File: src/rtl/pps_stamp_pkg.sv
package pps_stamp_pkg;
  typedef enum logic [1:0] {
    SEL_STATUS  = 2'd0,
    SEL_REF     = 2'd1,
    SEL_ELAPSED = 2'd2,
    SEL_STAMP   = 2'd3
  } rd_sel_e;
endpackage

File: src/rtl/pps_sync.sv
module pps_sync #(
  parameter int unsigned STAGES = 2
) (
  input  logic clk_i,
  input  logic rst_ni,
  input  logic event_i,
  output logic level_o,
  output logic rise_o
);
  logic [STAGES-1:0] chain_q;
  logic              level_q;

  for (genvar k = 0; k < STAGES; k++) begin : g_stage
    always_ff @(posedge clk_i or negedge rst_ni) begin
      if (!rst_ni) chain_q[k] <= 1'b0;
      else if (k == 0) chain_q[k] <= event_i;
      else chain_q[k] <= chain_q[(k == 0) ? 0 : k-1];
    end
  end

  always_ff @(posedge clk_i or negedge rst_ni) begin
    if (!rst_ni) level_q <= 1'b0;
    else         level_q <= chain_q[STAGES-1];
  end

  assign level_o = level_q;
  // rise is qualified against the applied level so counters and level agree
  assign rise_o  = chain_q[STAGES-1] & ~level_q;
endmodule

File: src/rtl/pps_counters.sv
module pps_counters #(
  parameter int unsigned CNT_W    = 16,
  parameter int unsigned PRESCALE = 4
) (
  input  logic             clk_i,
  input  logic             rst_ni,
  input  logic             rise_i,
  output logic [CNT_W-1:0] ref_o,
  output logic [CNT_W-1:0] elapsed_o,
  output logic             running_o
);
  localparam int unsigned PW = (PRESCALE > 1) ? $clog2(PRESCALE) : 1;

  logic             tick;
  logic [CNT_W-1:0] ref_q, el_q;
  logic             run_q;

  if (PRESCALE == 1) begin : g_nodiv
    assign tick = 1'b1;
  end else begin : g_div
    logic [PW-1:0] pc_q;
    always_ff @(posedge clk_i or negedge rst_ni) begin
      if (!rst_ni)                       pc_q <= '0;
      else if (pc_q == PW'(PRESCALE-1))  pc_q <= '0;
      else                               pc_q <= pc_q + 1'b1;
    end
    assign tick = (pc_q == PW'(PRESCALE-1));
  end

  always_ff @(posedge clk_i or negedge rst_ni) begin
    if (!rst_ni) begin
      ref_q <= '0;
      el_q  <= '0;
      run_q <= 1'b0;
    end else begin
      if (tick) ref_q <= ref_q + 1'b1;
      if (rise_i)             el_q <= '0;
      else if (run_q && tick) el_q <= el_q + 1'b1;
      if (rise_i) run_q <= 1'b1;
    end
  end

  assign ref_o     = ref_q;
  assign elapsed_o = el_q;
  assign running_o = run_q;
endmodule

File: src/rtl/pps_capture.sv
module pps_capture
  import pps_stamp_pkg::*;
#(
  parameter int unsigned CNT_W = 16
) (
  input  logic             clk_i,
  input  logic             rst_ni,
  input  logic             snap_i,
  input  logic             rise_i,
  input  logic             level_i,
  input  logic [CNT_W-1:0] ref_i,
  input  logic [CNT_W-1:0] elapsed_i,
  input  logic [1:0]       rd_sel_i,
  output logic [CNT_W-1:0] rd_data_o,
  output logic             valid_o,
  output logic [CNT_W-1:0] snap_ref_o
);
  logic             valid_q, s_level_q, s_valid_q;
  logic [CNT_W-1:0] s_ref_q, s_el_q;
  rd_sel_e          sel;

  always_ff @(posedge clk_i or negedge rst_ni) begin
    if (!rst_ni) begin
      valid_q   <= 1'b0;
      s_level_q <= 1'b0;
      s_valid_q <= 1'b0;
      s_ref_q   <= '0;
      s_el_q    <= '0;
    end else begin
      if (rise_i)      valid_q <= 1'b1;  // set beats clear
      else if (snap_i) valid_q <= 1'b0;
      if (snap_i) begin
        s_level_q <= level_i;
        s_valid_q <= valid_q;
        s_ref_q   <= ref_i;
        s_el_q    <= elapsed_i;
      end
    end
  end

  assign sel = rd_sel_e'(rd_sel_i);

  always_comb begin
    unique case (sel)
      SEL_STATUS:  rd_data_o = {{(CNT_W-2){1'b0}}, s_valid_q, s_level_q};
      SEL_REF:     rd_data_o = s_ref_q;
      SEL_ELAPSED: rd_data_o = s_el_q;
      SEL_STAMP:   rd_data_o = s_ref_q - s_el_q;
      default:     rd_data_o = '0;
    endcase
  end

  assign valid_o    = valid_q;
  assign snap_ref_o = s_ref_q;
endmodule

File: src/rtl/pps_stamp.sv
module pps_stamp #(
  parameter int unsigned CNT_W       = 16,
  parameter int unsigned PRESCALE    = 4,
  parameter int unsigned SYNC_STAGES = 2
) (
  input  logic             clk_i,
  input  logic             rst_ni,
  input  logic             event_i,
  input  logic             snap_i,
  input  logic [1:0]       rd_sel_i,
  output logic [CNT_W-1:0] rd_data_o,
  input  logic             echo_en_i,
  input  logic             echo_inv_i,
  output logic             echo_o
);
  logic             level, rise, running, valid;
  logic [CNT_W-1:0] ref_cnt, el_cnt, snap_ref;

  pps_sync #(.STAGES(SYNC_STAGES)) u_sync (
    .clk_i, .rst_ni, .event_i,
    .level_o(level), .rise_o(rise)
  );

  pps_counters #(.CNT_W(CNT_W), .PRESCALE(PRESCALE)) u_cnt (
    .clk_i, .rst_ni, .rise_i(rise),
    .ref_o(ref_cnt), .elapsed_o(el_cnt), .running_o(running)
  );

  pps_capture #(.CNT_W(CNT_W)) u_cap (
    .clk_i, .rst_ni, .snap_i, .rise_i(rise), .level_i(level),
    .ref_i(ref_cnt), .elapsed_i(el_cnt), .rd_sel_i,
    .rd_data_o, .valid_o(valid), .snap_ref_o(snap_ref)
  );

  assign echo_o = echo_en_i & (level ^ echo_inv_i);
endmodule

File: config.mk
export PLATFORM = sky130hd
export DESIGN_NAME = pps_stamp
export DESIGN_NICKNAME = d
export VERILOG_FILES = /design/src/rtl/pps_stamp_pkg.sv /design/src/rtl/pps_sync.sv /design/src/rtl/pps_counters.sv /design/src/rtl/pps_capture.sv /design/src/rtl/pps_stamp.sv
export SDC_FILE = /design/constraint.sdc
export NUM_CORES = 1
export LEC_CHECK = 0
export BUFFER_PORTS_ARGS = -buffer_cell sky130_fd_sc_hd__buf_2
export CORE_MARGIN = 2
export CORE_UTILIZATION = 55
export DETAILED_ROUTE_END_ITERATION = 10
export HOLD_SLACK_MARGIN = 0.03
export PLACE_DENSITY = 0.83
export SLEW_MARGIN = 20
export SYNTH_ARGS = -nofsm -noshare
export SYNTH_HDL_FRONTEND = slang
export SYNTH_SLANG_ARGS = --single-unit
File: constraint.sdc
create_clock -name clk_i -period 5.1 [get_ports clk_i]
set_input_delay 0.255 -clock clk_i [delete_from_list [all_inputs] [get_ports clk_i]]
set_output_delay 0.255 -clock clk_i [all_outputs]
set_load 0.1 [all_outputs]
==> results of run 1 <==
==> path summary, 6_finish.rpt <==
check                                           startpoint                          endpoint  slack (ns)
min                                                 rst_ni  u_cap.snap_ref_o[12]$_DFFE_PN0P_        0.11
min in group clk_i             u_sync.chain_q[0]$_DFF_PN0_       u_sync.chain_q[1]$_DFF_PN0_        0.36
min reg2reg                    u_sync.chain_q[0]$_DFF_PN0_       u_sync.chain_q[1]$_DFF_PN0_        0.36
max reg2reg                  u_cnt.g_div.pc_q[0]$_DFF_PN0_   u_cnt.elapsed_o[13]$_DFFE_PN0P_        3.23
max                        u_cap.snap_ref_o[0]$_DFFE_PN0P_                     rd_data_o[10]        1.87
max in group asynchronous                           rst_ni      u_cap.s_el_q[15]$_DFFE_PN0P_        4.38
==> sequential cells by signal, summed over array words and instances (netlist names), 2 cells and up <==
name / cells
u_cap.snap_ref_o: 16
u_sync.chain_q: 2
u_cap.s_el_q: 16
u_cnt.ref_o: 16
u_cnt.elapsed_o: 16
u_cnt.g_div.pc_q: 2
==> per-stage QoR <==
| stage | total power, uW | util |
|---|---|---|
| floorplan | 710 | - |
| finish | 1170 | 0.616 |
| global route | 1220 | 0.616 |
| detailed placement | 742 | 0.589 |
| CTS | 1180 | 0.616 |
| global placement | 738 | 0.589 |
==> cells in the mapped netlist (2+ instances only) <==
cell type	count
xnor2_1	19
xor2_1	23
or3_1	2
nor2b_1	8
and2_1	2
dfrtp_1	73
nor2_1	30
mux4_2	2
o21ai_0	35
nand4_1	6
o21ai_1	2
a21oi_1	16
a22oi_1	8
a221o_1	2
ha_1	19
a221oi_1	2
nand2b_1	2
o21a_1	5
o31ai_1	3
buf_2	2
clkbuf_1	10
buf_6	2
nor3_1	3
nand3_1	11
mux2_2	19
mux2i_1	4
nand2_1	39
inv_1	22
and3_1	2
a211oi_1	2
==> per-layer routing <==
layer / up-vias / global-route usage / part of all wire
met5: - / 0 / 0
met4: 0 / 0.0821 / 0.019
met3: 13 / 0.0444 / 0.033
met2: 61 / 0.355 / 0.48
met1: 1504 / 0.305 / 0.47
li1: 1435 / - / -
==> layout make-up <==
| class | count | share of cell area |
|---|---|---|
| multi-input combinational | 289 | 0.469 |
| clock buffer | 9 | 0.0279 |
| sequential | 73 | 0.411 |
| timing repair buffer | 27 | 0.0326 |
| clock inverter | 6 | 0.0135 |
| tap | 99 | 0.0279 |
| inverter | 22 | 0.0186 |
==> cell families (layout without fill, tap and decap cells) <==
logic type / after synthesis / after routing / share of synthesized area
compound gates: 89 / 89 / 0.144
xor+xnor: 42 / 42 / 0.0901
fa+ha+maj: 20 / 20 / 0.0632
buf+inv: 38 / 64 / 0.0417
flops: 73 / 73 / 0.448
mux: 25 / 25 / 0.0733
simple gates: 113 / 113 / 0.140
==> report_power, final <==
group          leakage [uW]  switching, uW  internal (uW)
Combinational       0.00101           99.5           33.9
Clock             0.0000909            216            220
Sequential         0.000972           9.54            588
Total               0.00207            325            843
==> layout by cell type, fill, tap and decap left out, drive strengths merged, types with 2 or more instances in the layout <==
| cell | netlist | final |
|---|---|---|
| a211oi | 2 | 2 |
| a21oi | 17 | 17 |
| a221o | 2 | 2 |
| a221oi | 2 | 2 |
| a22oi | 8 | 8 |
| a31oi | 2 | 2 |
| and2 | 2 | 2 |
| and3 | 3 | 3 |
| and4 | 2 | 2 |
| buf | 5 | 26 |
| clkbuf | 11 | 9 |
| clkinv | 0 | 3 |
| clkinvlp | 0 | 2 |
| dfrtp | 73 | 73 |
| ha | 19 | 19 |
| inv | 22 | 22 |
| mux2 | 19 | 19 |
| mux2i | 4 | 4 |
| mux4 | 2 | 2 |
| nand2 | 39 | 39 |
| nand2b | 2 | 2 |
| nand3 | 12 | 12 |
| nand4 | 7 | 7 |
| nor2 | 30 | 30 |
| nor2b | 9 | 9 |
| nor3 | 4 | 4 |
| o211a | 2 | 2 |
| o21a | 5 | 5 |
| o21ai | 37 | 37 |
| o31ai | 4 | 4 |
| or3 | 2 | 2 |
| xnor2 | 19 | 19 |
| xor2 | 23 | 23 |
==> worst max-delay path, cell delays in order (launching register included) <==
cell and delay [ns]:
dfrtp_1 0.35, inv_1 0.07, ha_1 0.21, fa_1 0.41
nor2b_1 0.16, o21bai_1 0.11, a31oi_2 0.37, a41oi_1 0.18
xor2_1 0.16, o21ai_0 0.16, buf_2 0.45
==> impl_metrics.toml, run 1 <==
[timing]
min_period_over_period = 0.633
fin_ws_ns = 1.87
hold_viol = 0
hold_slack_ns = 0.113
fin_skew_ns = 0.0109
setup-violations-final = 0
tns_ns = 0
fmax_ghz = 0.310
worst_slew_pin_slew_ns = 0.951
rsz0062_at_grt = "no"
slew_headroom = 0.365
slew_violations = 0
fin_crit_ns = 3.23

[synth]
yosysTopAreaCell = "dfrtp_1"
synth.cell_area_sq_mm = 0.00408
synthCells = 400
ys_ff_latch = 73
async_flop_share = 1.00
yosysWarnings = 0
synthTopCellsByArea = "dfrtp_1 45%, ha_1 5.8%, mux2_2 5.2%"
synth_edf_count = 0
synthDistinctLibCells = 55
syn_area_per_cell_sq_um = 10.2
synth_top_cell_area_share = 0.448
synth_flop_cell = "dfrtp_1"
syn_nets = 428
yosysSeqAreaShare = 0.448

[cells_and_area]
area_growth_pct = 8.95
drive_gt1_frac = 0.176
seq_area_sq_mm = 0.00183
design_area_sq_mm = 0.00445
n_antenna_cell = 0
fin_cells = 525
nets = 450
fill_cells = 603
multi_input_area_sq_mm = 0.00208

[die]
die_area_sq_mm = 0.00813
core_sq_mm = 0.00721
die_w_um = 90.1
num_io_pins = 25
rows = 31
start_util = 0.566
die_h_um = 90.1

[routing]
wire_per_inst_um = 16.3
vias = 3013
drc = 0
viasPerCell = 5.74
drt_iter0_drc = 149
ant_nets = 0
totalWireLength_um = 8530
first_pass_iters = 4

[clocking]
cts_tree = "done"
cts-resized-gates = 0
cts_sinks = 73
cts-root-buf = "clkbuf_8"
cts_buffers = 9
cts.clk_slew.worst_paths_ns = 0.08
htree_num_levels = 3
clock_path_buffers = 2
clock_latency_ns = 0.35
ctsHoldBuffers = 1
post_cts_buffers = 0

[placed_design]
dp.cells = 509
placed_area_sq_mm = 0.00425
routabilityCongestion = 0.971
port_buffers = 24
pre_cts_slack_ns = 2.23
hpwlAfterDp_um = 5920

[worst_setup_path]
reg2regPathDepth = 7
critPathCaptureType = "output pin"
critical_path_class = "register to output pin"
cp_max_fo = 5
crit_arrival_ns = 2.97
worst_setup_path_start_kind = "register"
cp.required_ns = 4.85

[power]
power_leakage_uw = 0.00207
p_per_area_mw_per_mm2 = 263
max-vdd-ir-drop_v = 0.000210

[global_route]
antenna_found_initial = 0
overflow = 0
grt_pass1_wl_um = 14400
grt_use_total = 0.223
grt_max_degree = 74
first_global_vias = 2993

[run_status]
outcome = "completed"

[flow_run]
maxCapViolCount = 0

[min_path]
hold_path.class = "input pin to asynchronous set/reset pin"
Power figures use the tool's default switching activity.
==> run 2: changes to the inputs <==
--- a/config.mk
+++ b/config.mk
@@ -10,7 +10,7 @@
 export CORE_UTILIZATION = 55
 export DETAILED_ROUTE_END_ITERATION = 10
 export HOLD_SLACK_MARGIN = 0.03
-export PLACE_DENSITY = 0.83
+export PLACE_DENSITY = 0.86
 export SLEW_MARGIN = 20
 export SYNTH_ARGS = -nofsm -noshare
 export SYNTH_HDL_FRONTEND = slang
==> constraint.sdc (replaced) <==
create_clock -name clk_i -period 2.6 [get_ports clk_i]
set_input_delay 0.13 -clock clk_i [delete_from_list [all_inputs] [get_ports clk_i]]
set_output_delay 0.13 -clock clk_i [all_outputs]
set_load 0.1 [all_outputs]
==> run 2 against run 1 <==
The flow now finishes with violations (negative setup slack). Worst hold slack better by 0.25 ns. Die area stayed put. Clock skew is 0.00070 ns lower. Clock-buffer cell count is 3 higher. Global-route usage is 2.6 points higher. Sequential power is 96% higher. Highest routed layer unchanged. Routed wire length is 12% higher. Via count is 6.9% higher. Worst setup slack worse by 2.0 ns. Critical path depth stayed put. Core utilization is 9.7 points higher. Largest power group unchanged.
==> impl_metrics.toml, run 2 (synthesized netlist as in run 1, its figures left out) <==
[worst_setup_path]
ff2ff_setup_slack_ns = 0.70
critical_path.max_stage_delay_ns = 0.37
cp.required_ns = 2.47
path_buf_inv = 2
crit_arrival_ns = 2.57
critPathCaptureType = "output pin"
critPathSlowestCell = "dfrtp_1"
reg2regPathDepth = 7
worst_setup_path_start_kind = "register"
reg2reg_from = "u_cnt.g_div.pc_q[0]$_DFF_PN0_"
rr_endpoint = "u_cnt.elapsed_o[15]$_DFFE_PN0P_"
critical_path_class = "register to output pin"
worstPathCellList = "inv_2 -> ha_4 -> fa_2 -> nor2b_4 -> o21bai_4 -> a31oi_4 -> a41oi_2 -> xor2_2 -> o21ai_4 -> buf_12"
cp_max_fo = 5
crit_family = "compound AO/OA/AOI/OAI gates"

[routing]
drc = 0
ant_nets = 0
totalWireLength_um = 9570
first_pass_iters = 4
drt_iter0_drc = 218
vias = 3222
wire_per_inst_um = 17.5
viasPerCell = 5.90

[timing]
fin_crit_ns = 2.70
fin_skew_ns = 0.0102
rsz0062_at_grt = "yes"
fin_ws_ns = -0.102
min_period_over_period = 1.04
hold_viol = 0
hold_slack_ns = 0.361
worst_slew_pin_slew_ns = 0.808
slew_violations = 0
setup-violations-final = 7
slew_headroom = 0.461
fmax_ghz = 0.370

[global_route]
overflow = 0
first_global_vias = 3333
grt_max_degree = 43
grt_pass1_wl_um = 16100
antenna_found_initial = 0
grt_use_total = 0.248

[clocking]
cts_tree = "done"
htree_num_levels = 3
clock_path_buffers = 2
clock_latency_ns = 0.34
cts.clk_slew.worst_paths_ns = 0.08
cts_sinks = 73
cts-root-buf = "clkbuf_8"
cts_buffers = 9

[cells_and_area]
n_antenna_cell = 0
seq_area_sq_mm = 0.00183
layout_commonest_cell = "dfrtp_1"
multi_input_area_sq_mm = 0.00240
drive_gt1_frac = 0.311
final_cell_mix = "73 x dfrtp_1, 39 x nand2_1, 27 x o21ai_0, 27 x nor2_1, 22 x xor2_1"
nets = 471
area_growth_pct = 26.1
fill_cells = 516

[run_status]
outcome = "finished with violations"
violations = "negative setup slack"

[placed_design]
hpwlAfterDp_um = 6300
routabilityCongestion = 0.945
port_buffers = 24
pre_cts_slack_ns = 0.0600

[die]
die_area_sq_mm = 0.00813
die_w_um = 90.1
die_h_um = 90.1
core_sq_mm = 0.00721
num_io_pins = 25
rows = 31
start_util = 0.566

[min_path]
worstHoldPathCells = 0
whs_endpoint = "u_sync.chain_q[1]$_DFF_PN0_"
min_from = "u_sync.chain_q[0]$_DFF_PN0_"
hold_path.class = "register to register"

[flow_run]
maxCapViolCount = 0

[power]
power_leakage_uw = 0.00231
max-vdd-ir-drop_v = 0.000435
p_per_area_mw_per_mm2 = 478
-- run 2: worst register-to-register path, delay by kind of cell (launching register included) --
family | cells | cell delay (ns)
xor gates and xnor gates | 1 | 0.14
and+or+nand+nor | 4 | 0.78
adders and majority gates | 1 | 0.30
AOI/OAI and AO/OA | 1 | 0.22
DFF | 1 | 0.36
-- run 2: stage by stage --
stage          total power [uW]  TNS [ns]  std cells  cell area, sq um  utilization
4_1_cts                    2450    -0.333        542              5010        0.694
3_3_place_gp               1460         0        517              4550        0.631
5_1_grt                    2570     -1.53        546              5140        0.713
6_report                   2460    -0.464        546              5140        0.713
3_5_place_dp               1470         0        517              4550        0.631
2_1_floorplan              1400    -0.104        400              4170            -
-- run 2: layout make-up --
type / instances / share of cell area
inverter: 22 / 0.0161
sequential: 73 / 0.355
tap: 99 / 0.0241
timing repair buffer: 48 / 0.0973
clock inverter: 3 / 0.0126
multi-input combinational: 289 / 0.467
clock buffer: 12 / 0.0282
-- run 2: how the worst max path moves through the flow --
stage                                     from             to  slack, ns  cells past startpoint
2_1_floorplan      u_cap.s_el_q[0]$_DFFE_PN0P_   rd_data_o[8]      -0.10                      8
5_1_grt        u_cap.snap_ref_o[0]$_DFFE_PN0P_  rd_data_o[14]      -0.20                     11
6_report       u_cap.snap_ref_o[0]$_DFFE_PN0P_  rd_data_o[10]      -0.10                     10
4_1_cts        u_cap.snap_ref_o[0]$_DFFE_PN0P_  rd_data_o[12]      -0.10                     11
3_5_place_dp   u_cap.snap_ref_o[0]$_DFFE_PN0P_   rd_data_o[8]       0.06                     10
3_3_place_gp   u_cap.snap_ref_o[0]$_DFFE_PN0P_  rd_data_o[10]       0.16                     10
-- run 2: layer usage --
metal | GRT usage | wire, um
met1 | 0.316 | 4030
met2 | 0.420 | 4890
met3 | 0.0520 | 396
met4 | 0.0923 | 256
met5 | 0 | 0
-- run 2: report_power, final --
part / switching (uW) / total, uW / internal (uW)
clock network: 400 / 961 / 561
registers: 20.2 / 1170 / 1150
logic: 219 / 322 / 103
total: 639 / 2460 / 1820
-- run 2: what timing repair did --
| action | 4_1_cts | 5_1_grt |
|---|---|---|
| buffers inserted | 8 | 4 |
| endpoints found under the setup margin | 12 | 12 |
| pin swaps | 10 | 10 |
| hold buffers | 2 | 0 |
| gates resized for setup | 37 | 22 |
| hold endpoints to repair | 33 | 0 |
==> run 3: changes to the inputs <==
--- a/config.mk
+++ b/config.mk
@@ -8,9 +8,11 @@
 export BUFFER_PORTS_ARGS = -buffer_cell sky130_fd_sc_hd__buf_2
 export CORE_MARGIN = 2
 export CORE_UTILIZATION = 55
+export CTS_BUF_LIST = sky130_fd_sc_hd__clkbuf_8
 export DETAILED_ROUTE_END_ITERATION = 10
 export HOLD_SLACK_MARGIN = 0.03
 export PLACE_DENSITY = 0.86
+export SETUP_SLACK_MARGIN = 0.15
 export SLEW_MARGIN = 20
 export SYNTH_ARGS = -nofsm -noshare
 export SYNTH_HDL_FRONTEND = slang
==> run 3 against run 2 <==
The flow still finishes with violations (negative setup slack). Cell area is 1.2% higher. Sequential share of layout area fell by 0.43 points. Core utilization is 0.87 points higher. Total power decreased by 2.7%. Clock power shrank 9.5%. Non-clock buffer count decreased by 5. Final cell count shrank 0.92%. Worst setup slack worse by 0.0013 ns. Fmax is essentially flat. Critical path type unchanged. Largest power group unchanged.
==> impl_metrics.toml, run 3 (synthesized netlist as in run 1, its figures left out) <==
[run_status]
outcome = "finished with violations"
violations = "negative setup slack"

[cells_and_area]
fin_util = 0.722
n_antenna_cell = 0
drive_gt1_frac = 0.328
area_growth_pct = 27.6
design_area_sq_mm = 0.00521
layout_commonest_cell = "dfrtp_1"
final_cell_mix = "73 x dfrtp_1, 39 x nand2_1, 27 x nor2_1"
nets = 466

[flow_run]
maxCapViolCount = 0

[global_route]
grt_use_total = 0.252
overflow = 0
antenna_found_initial = 0
grt_pass1_wl_um = 16300
first_global_vias = 3409
grt_max_degree = 52

[timing]
setup-violations-final = 8
hold_viol = 0
slew_headroom = 0.361
fin_ws_ns = -0.103
rsz0062_at_grt = "yes"
worst_slew_pin_slew_ns = 0.958
min_period_over_period = 1.04
fin_crit_ns = 2.70
fin_skew_ns = 0.00830
fmax_ghz = 0.370
slew_violations = 0

[routing]
ant_nets = 0
drt_iter0_drc = 246
viasPerCell = 6.11
first_pass_iters = 5
totalWireLength_um = 10500
wire_per_inst_um = 19.4
vias = 3307
drc = 0

[placed_design]
placed_area_sq_mm = 0.00452
routabilityCongestion = 0.921
port_buffers = 24
hpwlAfterDp_um = 6220

[clocking]
cts.clk_slew.worst_paths_ns = 0.07
cts_buffers = 9
clock_path_buffers = 2
clock_latency_ns = 0.35
cts_sinks = 73
htree_num_levels = 3
cts-root-buf = "clkbuf_8"
cts_tree = "done"

[min_path]
whs_endpoint = "u_sync.chain_q[1]$_DFF_PN0_"
min_from = "u_sync.chain_q[0]$_DFF_PN0_"
hold_path.class = "register to register"
worstHoldPathCells = 0

[die]
start_util = 0.566
core_sq_mm = 0.00721
rows = 31
die_area_sq_mm = 0.00813
die_h_um = 90.1
die_w_um = 90.1
num_io_pins = 25

[worst_setup_path]
worst_setup_path_start_kind = "register"
rr_endpoint = "u_cnt.elapsed_o[13]$_DFFE_PN0P_"
reg2reg_from = "u_cnt.g_div.pc_q[0]$_DFF_PN0_"
crit_arrival_ns = 2.57
cp_max_fo = 5
critical_path_class = "register to output pin"
cp.required_ns = 2.47
critPathCaptureType = "output pin"
reg2regPathDepth = 7
ff2ff_setup_slack_ns = 0.64

[power]
p_per_area_mw_per_mm2 = 459
power_leakage_uw = 0.00230
max-vdd-ir-drop_v = 0.000398
run 3: worst max-delay path by stage:
stage	from	end	slack [ns]	depth (start not counted)
final	u_cap.s_el_q[0]$_DFFE_PN0P_	rd_data_o[10]	-0.10	9
after global routing	u_cap.s_el_q[0]$_DFFE_PN0P_	rd_data_o[10]	-0.19	9
after CTS	u_cap.s_el_q[0]$_DFFE_PN0P_	rd_data_o[10]	-0.05	9
after detailed placement	u_cap.snap_ref_o[0]$_DFFE_PN0P_	rd_data_o[8]	0.14	10
after global placement	u_cap.snap_ref_o[0]$_DFFE_PN0P_	rd_data_o[10]	0.18	10
after floorplan	u_cap.s_el_q[0]$_DFFE_PN0P_	rd_data_o[8]	-0.06	8
run 3: layout make-up:
cell class	count	area [sq um]
Multi-Input combinational cell	289	2520
Fill cell	475	2010
Sequential cell	73	1830
Timing Repair Buffer	43	455
Clock buffer	10	138
Tap cell	99	124
Inverter	22	82.6
Clock inverter	5	56.3
run 3: worst max-delay path, stage by stage, from the launching register on:
cell and delay (ns):
dfrtp_1 0.42, ha_4 0.18, fa_2 0.38, nor2b_4 0.17, o21bai_4 0.08, a31oi_4 0.24
a41oi_2 0.19, xor2_2 0.20, o21ai_4 0.17, buf_12 0.19
run 3: routing by layer:
layer / part of all wire / track usage / wire [um]
met1: 0.37 / 0.299 / 3920
met2: 0.53 / 0.429 / 5560
met3: 0.057 / 0.0587 / 598
met4: 0.041 / 0.126 / 431
met5: 0 / 0 / 0
run 3: through the flow:
step	hold WS (ns)	instances	worst slack (ns)	setup TNS, ns	total power [uW]
floorplan	-0.166	400	-0.0645	-0.0645	1400
global placement	0.241	514	0.182	0	1460
detailed placement	0.242	514	0.140	0	1470
CTS	0.356	536	-0.0513	-0.233	2360
global route	0.363	541	-0.192	-1.28	2490
finish	0.354	541	-0.103	-0.479	2390
run 3: where the power goes:
group          internal, uW  leakage (uW)  switching [uW]
logic                   112       0.00123             232
clock network           462     0.0000981             409
registers              1150      0.000972            20.9
run 3: what timing repair did:
item,CTS,global route
buffers inserted,5,5
hold buffers,2,0
pin swaps,14,15
gates resized for setup,44,34
cloned,0,0
endpoints found under the setup margin,13,14
endpoints found under the hold margin,41,0
